## src/rtl/bbf_pkg.sv

```systemverilog
// Package bbf_pkg
// Shared sizes for the fine-frequency integrator and its dither path.
// Assumes the integrator splits into a capacitor field above a fraction field.
package bbf_pkg;
    localparam int ACC_W  = 8;
    localparam int FRAC_W = 4;
    localparam int CAP_W  = ACC_W - FRAC_W;

    typedef logic [ACC_W-1:0]  acc_t;
    typedef logic [FRAC_W-1:0] frac_t;
    typedef logic [CAP_W-1:0]  cap_t;
endpackage

```

## src/rtl/bbf_accum.sv

```systemverilog
// Module bbf_accum
// Saturating up/down integrator of bang-bang decisions.
// Each qualified decision moves the value by one count. Limits are 0 and all-ones.
// Assumes decisions arrive already synchronous to clk.
module bbf_accum #(
    parameter int W = 8
) (
    input  logic         clk,
    input  logic         rst_n,
    input  logic [W-1:0] center,
    input  logic         vld,
    input  logic         ahead,
    output logic [W-1:0] value,
    output logic         at_top,
    output logic         at_bottom
);
    localparam logic [W-1:0] TOP    = {W{1'b1}};
    localparam logic [W-1:0] BOTTOM = '0;

    logic [W-1:0] acc_q;

    // Limit detection for saturation and flags
    always_comb begin
        at_top    = (acc_q == TOP);
        at_bottom = (acc_q == BOTTOM);
    end

    // Integrate one step per valid decision, holding at either limit
    always_ff @(posedge clk) begin
        if (!rst_n) begin
            acc_q <= center;
        end else if (vld) begin
            if (ahead && !at_top)
                acc_q <= acc_q + 1'b1;
            else if (!ahead && !at_bottom)
                acc_q <= acc_q - 1'b1;
        end
    end

    assign value = acc_q;

    AST_STEP_UP: assert property (@(posedge clk) disable iff (!rst_n)
        (vld && ahead && acc_q != TOP) |=> acc_q == $past(acc_q) + 1'b1);
    AST_STEP_DOWN: assert property (@(posedge clk) disable iff (!rst_n)
        (vld && !ahead && acc_q != BOTTOM) |=> acc_q == $past(acc_q) - 1'b1);
    AST_IDLE_HOLD: assert property (@(posedge clk) disable iff (!rst_n)
        !vld |=> $stable(acc_q));
    AST_NO_WRAP_TOP: assert property (@(posedge clk) disable iff (!rst_n)
        (vld && ahead && acc_q == TOP) |=> acc_q == TOP);
    AST_NO_WRAP_BOTTOM: assert property (@(posedge clk) disable iff (!rst_n)
        (vld && !ahead && acc_q == BOTTOM) |=> acc_q == BOTTOM);
endmodule

```

## src/rtl/bbf_dither.sv

```systemverilog
// Module bbf_dither
// First-order delta-sigma modulator. On each tick it adds the fraction to a
// phase register, and the carry becomes the output bit.
// With a constant fraction k, any 16 consecutive ticks give exactly k ones.
// Assumes tick is a one-cycle enable in the clk domain.
module bbf_dither #(
    parameter int FW = 4
) (
    input  logic          clk,
    input  logic          rst_n,
    input  logic          tick,
    input  logic [FW-1:0] frac,
    output logic          bit_out
);
    logic [FW-1:0] phase_q;
    logic [FW:0]   sum;
    logic          bit_q;

    // Phase plus fraction, with carry in the top bit
    always_comb begin
        sum = {1'b0, phase_q} + {1'b0, frac};
    end

    // Advance the phase and register the carry on every tick
    always_ff @(posedge clk) begin
        if (!rst_n) begin
            phase_q <= '0;
            bit_q   <= 1'b0;
        end else if (tick) begin
            phase_q <= sum[FW-1:0];
            bit_q   <= sum[FW];
        end
    end

    assign bit_out = bit_q;

    AST_DITHER_HOLD: assert property (@(posedge clk) disable iff (!rst_n)
        !tick |=> $stable(bit_q));
    AST_ZERO_FRAC: assert property (@(posedge clk) disable iff (!rst_n)
        (tick && frac == '0) |=> !bit_q);
    AST_FULL_CARRY: assert property (@(posedge clk) disable iff (!rst_n)
        (tick && frac == {FW{1'b1}} && phase_q != '0) |=> bit_q);
endmodule

```

## src/rtl/bbf_fine_freq.sv

```systemverilog
// Module bbf_fine_freq (top)
// Integrates bang-bang decisions into a saturating word. The upper field drives
// a binary-weighted capacitor bank. The lower field is dithered into one extra
// capacitor-LSB bit on oscillator ticks. Reports blocked pushes at either limit.
// Assumes all inputs are synchronous to clk.
module bbf_fine_freq
    import bbf_pkg::*;
(
    input  logic             clk,
    input  logic             rst_n,
    input  logic [ACC_W-1:0] center_code,
    input  logic             dec_vld,
    input  logic             dec_ahead,
    input  logic             osc_tick,
    output logic [CAP_W-1:0] cap_code,
    output logic             dither,
    output logic             sat_hi,
    output logic             sat_lo,
    output logic [ACC_W-1:0] acc_word
);
    acc_t acc;
    logic top_hit;
    logic bottom_hit;

    bbf_accum #(.W(ACC_W)) u_accum (
        .clk       (clk),
        .rst_n     (rst_n),
        .center    (center_code),
        .vld       (dec_vld),
        .ahead     (dec_ahead),
        .value     (acc),
        .at_top    (top_hit),
        .at_bottom (bottom_hit)
    );

    bbf_dither #(.FW(FRAC_W)) u_dither (
        .clk     (clk),
        .rst_n   (rst_n),
        .tick    (osc_tick),
        .frac    (acc[FRAC_W-1:0]),
        .bit_out (dither)
    );

    // Capacitor controls: one line per binary-weighted bank element
    for (genvar b = 0; b < CAP_W; b++) begin : g_cap
        assign cap_code[b] = acc[FRAC_W + b];
    end

    // Flag a decision that would push past a limit
    always_comb begin
        sat_hi = top_hit && dec_vld && dec_ahead;
        sat_lo = bottom_hit && dec_vld && !dec_ahead;
    end

    assign acc_word = acc;

    AST_SAT_HI_PINNED: assert property (@(posedge clk) disable iff (!rst_n)
        sat_hi |=> acc_word == {ACC_W{1'b1}});
    AST_SAT_LO_PINNED: assert property (@(posedge clk) disable iff (!rst_n)
        sat_lo |=> acc_word == '0);
    AST_CAP_FIELD: assert property (@(posedge clk) disable iff (!rst_n)
        cap_code == acc_word[ACC_W-1:FRAC_W]);
endmodule

```

## config.mk

```make
export PLATFORM = sky130hd
export DESIGN_NAME = bbf_fine_freq
export DESIGN_NICKNAME = d
export VERILOG_FILES = /design/src/rtl/bbf_pkg.sv /design/src/rtl/bbf_accum.sv /design/src/rtl/bbf_dither.sv /design/src/rtl/bbf_fine_freq.sv
export SDC_FILE = /design/constraint.sdc
export NUM_CORES = 1
export LEC_CHECK = 0
export BUFFER_PORTS_ARGS = -buffer_cell sky130_fd_sc_hd__buf_2
export CAP_MARGIN = 10
export CORE_UTILIZATION = 56
export DETAILED_ROUTE_END_ITERATION = 10
export HOLD_SLACK_MARGIN = 0.08
export PLACE_DENSITY = 0.95
export SLEW_MARGIN = 10
export SYNTH_ARGS = -nofsm -noshare
export SYNTH_HDL_FRONTEND = slang
export SYNTH_HIERARCHICAL = 1
export SYNTH_SLANG_ARGS = --single-unit
```

## constraint.sdc

```tcl
create_clock -name clk -period 6.5 [get_ports clk]
set_input_delay 0.975 -clock clk [delete_from_list [all_inputs] [get_ports clk]]
set_output_delay 0.975 -clock clk [all_outputs]
set_load 0.005 [all_outputs]
```

==> impl_metrics.csv <==
group,metric,value,unit
status,outcome,"finished clean",
yosys,ys_seq_elements,13,
yosys,yosys_warnings,6,
routing,top_layer,"met4",
global_route,grt_max_degree,24,
yosys,synth-seq-area-share,0.318,
layout,syn_to_final_growth,14.4,%
global_route,antenna_found_initial,0,
sta,rsz0062_at_grt,"false",
power,total_power,0.000342,W
clock_tree,cts.clk_slew.worst_paths,90,ps
floorplan,core-area,1760,µm²
routing,drc_errors,0,
power,p_comb_frac,0.457,
placement,dp_hpwl,1.89,mm
min_path,min_from,"u_dither/phase_q[0]$_SDFFE_PN0P_",
setup_path,worstSetupPathType,"flop to flop",
setup_path,critPathCaptureType,"flop",
layout,antenna_cells,0,
clock_tree,postCtsSetupRepairBufs,0,
yosys,synth_ff_type,"edfxtp_1",
yosys,syn-num-nets,136,
yosys,ys_async_sr_fraction,0,
yosys,synth_cell_types,42,
global_route,grt_pass1_wl,3.82,mm
sta,period_needed,3070,ps
global_route,grt_overflow,0,
placement,place_area,1200,µm²
power,switching_share,0.388,
routing,wire_per_inst,15.2,µm
setup_path,worstPathRequired,6550,ps
clock_tree,numCtsBuffers,3,
clock_tree,cts_sinks,13,
power,leakage,0.564,nW
setup_path,crit_path_start,"u_accum/value[0]$_DFFE_PP_",
sta,finalSetupViolations,0,
setup_path,rr_startpoint,"u_accum/value[0]$_DFFE_PP_",
setup_path,path_max_fanout,8,
yosys,syn_area_per_cell,9.74,µm²
layout,num-nets-final,163,
routing,vias,930,
power,switchingPower,0.000132,W
routing,drt_first_pass_iters,5,
setup_path,start_kind,"flop",
yosys,syn_area,1070,µm²
sta,finalHoldViolations,0,
routing,drt-vias-per-instance,5.78,
clock_tree,cts_tree,"done",
power,peakVddDrop,0.175,mV
clock_tree,cts_resized,0,
sta,slew_viol_final,0,
routing,wl_met2,1.15,mm
yosys,syn_inst,110,
clock_tree,cts_max_level,1,
routing,drt_first_iter_violations,24,
sta,worst_pin_slew,987,ps
clock_tree,clk_path_buf_depth,2,
global_route,grt_usage,0.266,
floorplan,rows,15,
power,power_density,279,nW/µm²
sta,relSlewSlack,0.335,
floorplan,die-area,2090,µm²
clock_tree,cts-root-buf,"clkbuf_4",
floorplan,die_h,45.7,µm
setup_path,arrival,3110,ps
routing,ant_nets,0,
placement,io_buffers,27,
layout,nFillCells,142,
layout,drive_gt1_frac,0.279,
power,p_int,0.000209,W
layout,final_cell_mix,"buf_2 (27), ha_1 (11), inv_1 (8), edfxtp_1 (8), a21oi_1 (6)",
sta,clock.fmax,0.326,GHz
power,clkPwrFrac,0.157,
routing,routed-wl-met3,130,µm
routing,wl_met1,1.08,mm
placement,place_congestion,0.942,
routing,totalWireLength,2.45,mm
sta,fin_crit_sh,0.472,
floorplan,initial_core_util,0.607,
floorplan,fp.dieW,45.7,µm
clock_tree,clock_latency,290,ps
sta,finalSetupTns,0,ps
power,seqPwrFrac,0.386,
clock_tree,ctsHoldBuffers,0,
min_path,min_path_type,"flop to flop",
global_route,grt_pass1_vias,888,
yosys,synth-edff-count,8,
flow_run,cap_viol_max_count,0,
layout,fin_area,1220,µm²
floorplan,ios,28,
sta,fin_worst_skew,4.70,ps
layout,final_common_cell,"buf_2",
cell usage after synthesis, types with 2 or more instances:
library cell	count	area, µm²
ha_1	11	138
edfxtp_1	8	240
inv_1	8	30.0
a21oi_1	6	30.0
dfxtp_1	5	100
nand2_1	5	18.8
nand3_1	5	25.0
o21ai_0	5	25.0
buf_4	4	30.0
nor2b_1	4	25.0
xnor2_1	4	35.0
mux2_2	3	33.8
mux2i_1	3	30.0
nand3b_1	3	22.5
nor2_1	3	11.3
a21o_1	2	15.0
fa_1	2	40.0
nand4_1	2	12.5
o21ai_1	2	10.0
or3_1	2	12.5
or4_1	2	15.0
logic make-up (layout without fill, tap and decap cells):
| kind of cell | after synthesis | after routing | synth area share |
|---|---|---|---|
| AO/OA/AOI/OAI | 25 | 25 | 0.155 |
| AND/OR/NAND/NOR | 34 | 34 | 0.189 |
| XOR/XNOR | 5 | 5 | 0.0409 |
| adder cells (fa/ha/maj) | 13 | 13 | 0.166 |
| multiplexers | 6 | 6 | 0.0596 |
| flip-flops | 13 | 13 | 0.318 |
| buffers and inverters | 14 | 40 | 0.0713 |
registers in the layout, summed over array words and instances (netlist names):
name and cells:
u_accum/value 8, u_dither/phase_q 4, u_dither/bit_out 1
power by group through the flow:
| stage | registers [W] | clock network [W] | logic, W |
|---|---|---|---|
| 6_report | 0.000132 | 0.0000537 | 0.000156 |
| 5_1_grt | 0.000135 | 0.0000587 | 0.000172 |
| 4_1_cts | 0.000132 | 0.0000542 | 0.000154 |
| 3_5_place_dp | 0.000134 | 0 | 0.000153 |
| 3_3_place_gp | 0.000131 | 0 | 0.000142 |
| 2_1_floorplan | 0.000129 | 0 | 0.000113 |
final timing paths:
check / endpoint / slack (ps) / cells past startpoint
setup / recovery: u_accum/value[6]$_DFFE_PP_ / 3430 / 7
hold / removal: u_dither/phase_q[0]$_SDFFE_PN0P_ / 550 / 2
setup reg to reg: u_accum/value[6]$_DFFE_PP_ / 3430 / 7
hold reg to reg: u_dither/phase_q[0]$_SDFFE_PN0P_ / 550 / 2
critical path, cell delays in order (launching register included):
cell      delay [ps]
edfxtp_1         520
nand4_1          180
o21ai_0          810
ha_1             450
a21oi_1          240
o21ai_1          120
and4b_1          180
or3_1            330
per-stage QoR:
stage | utilization | cells | hold slack, ps | setup slack (ps)
2_1_floorplan | - | 110 | 472 | 3750
3_3_place_gp | 0.679 | 157 | 497 | 3520
3_5_place_dp | 0.679 | 157 | 523 | 3370
4_1_cts | 0.694 | 161 | 542 | 3460
5_1_grt | 0.694 | 161 | 568 | 3200
6_report | 0.694 | 161 | 546 | 3430
cell type report:
class	instances	area [µm²]	share of cell area
multi-input cells	83	654	0.534
repair buffers	28	143	0.116
well taps	25	31.3	0.0255
inverters	8	30.0	0.0245
flip-flops and latches	13	340	0.278
clock buffers	4	26.3	0.0215
metal layers:
| metal | GRT usage | vias to the layer above |
|---|---|---|
| li1 | - | 453 |
| met1 | 0.329 | 425 |
| met2 | 0.403 | 44 |
| met3 | 0.0635 | 8 |
| met4 | 0.188 | 0 |
| met5 | 0 | - |
(Power assumes the default switching activity.)
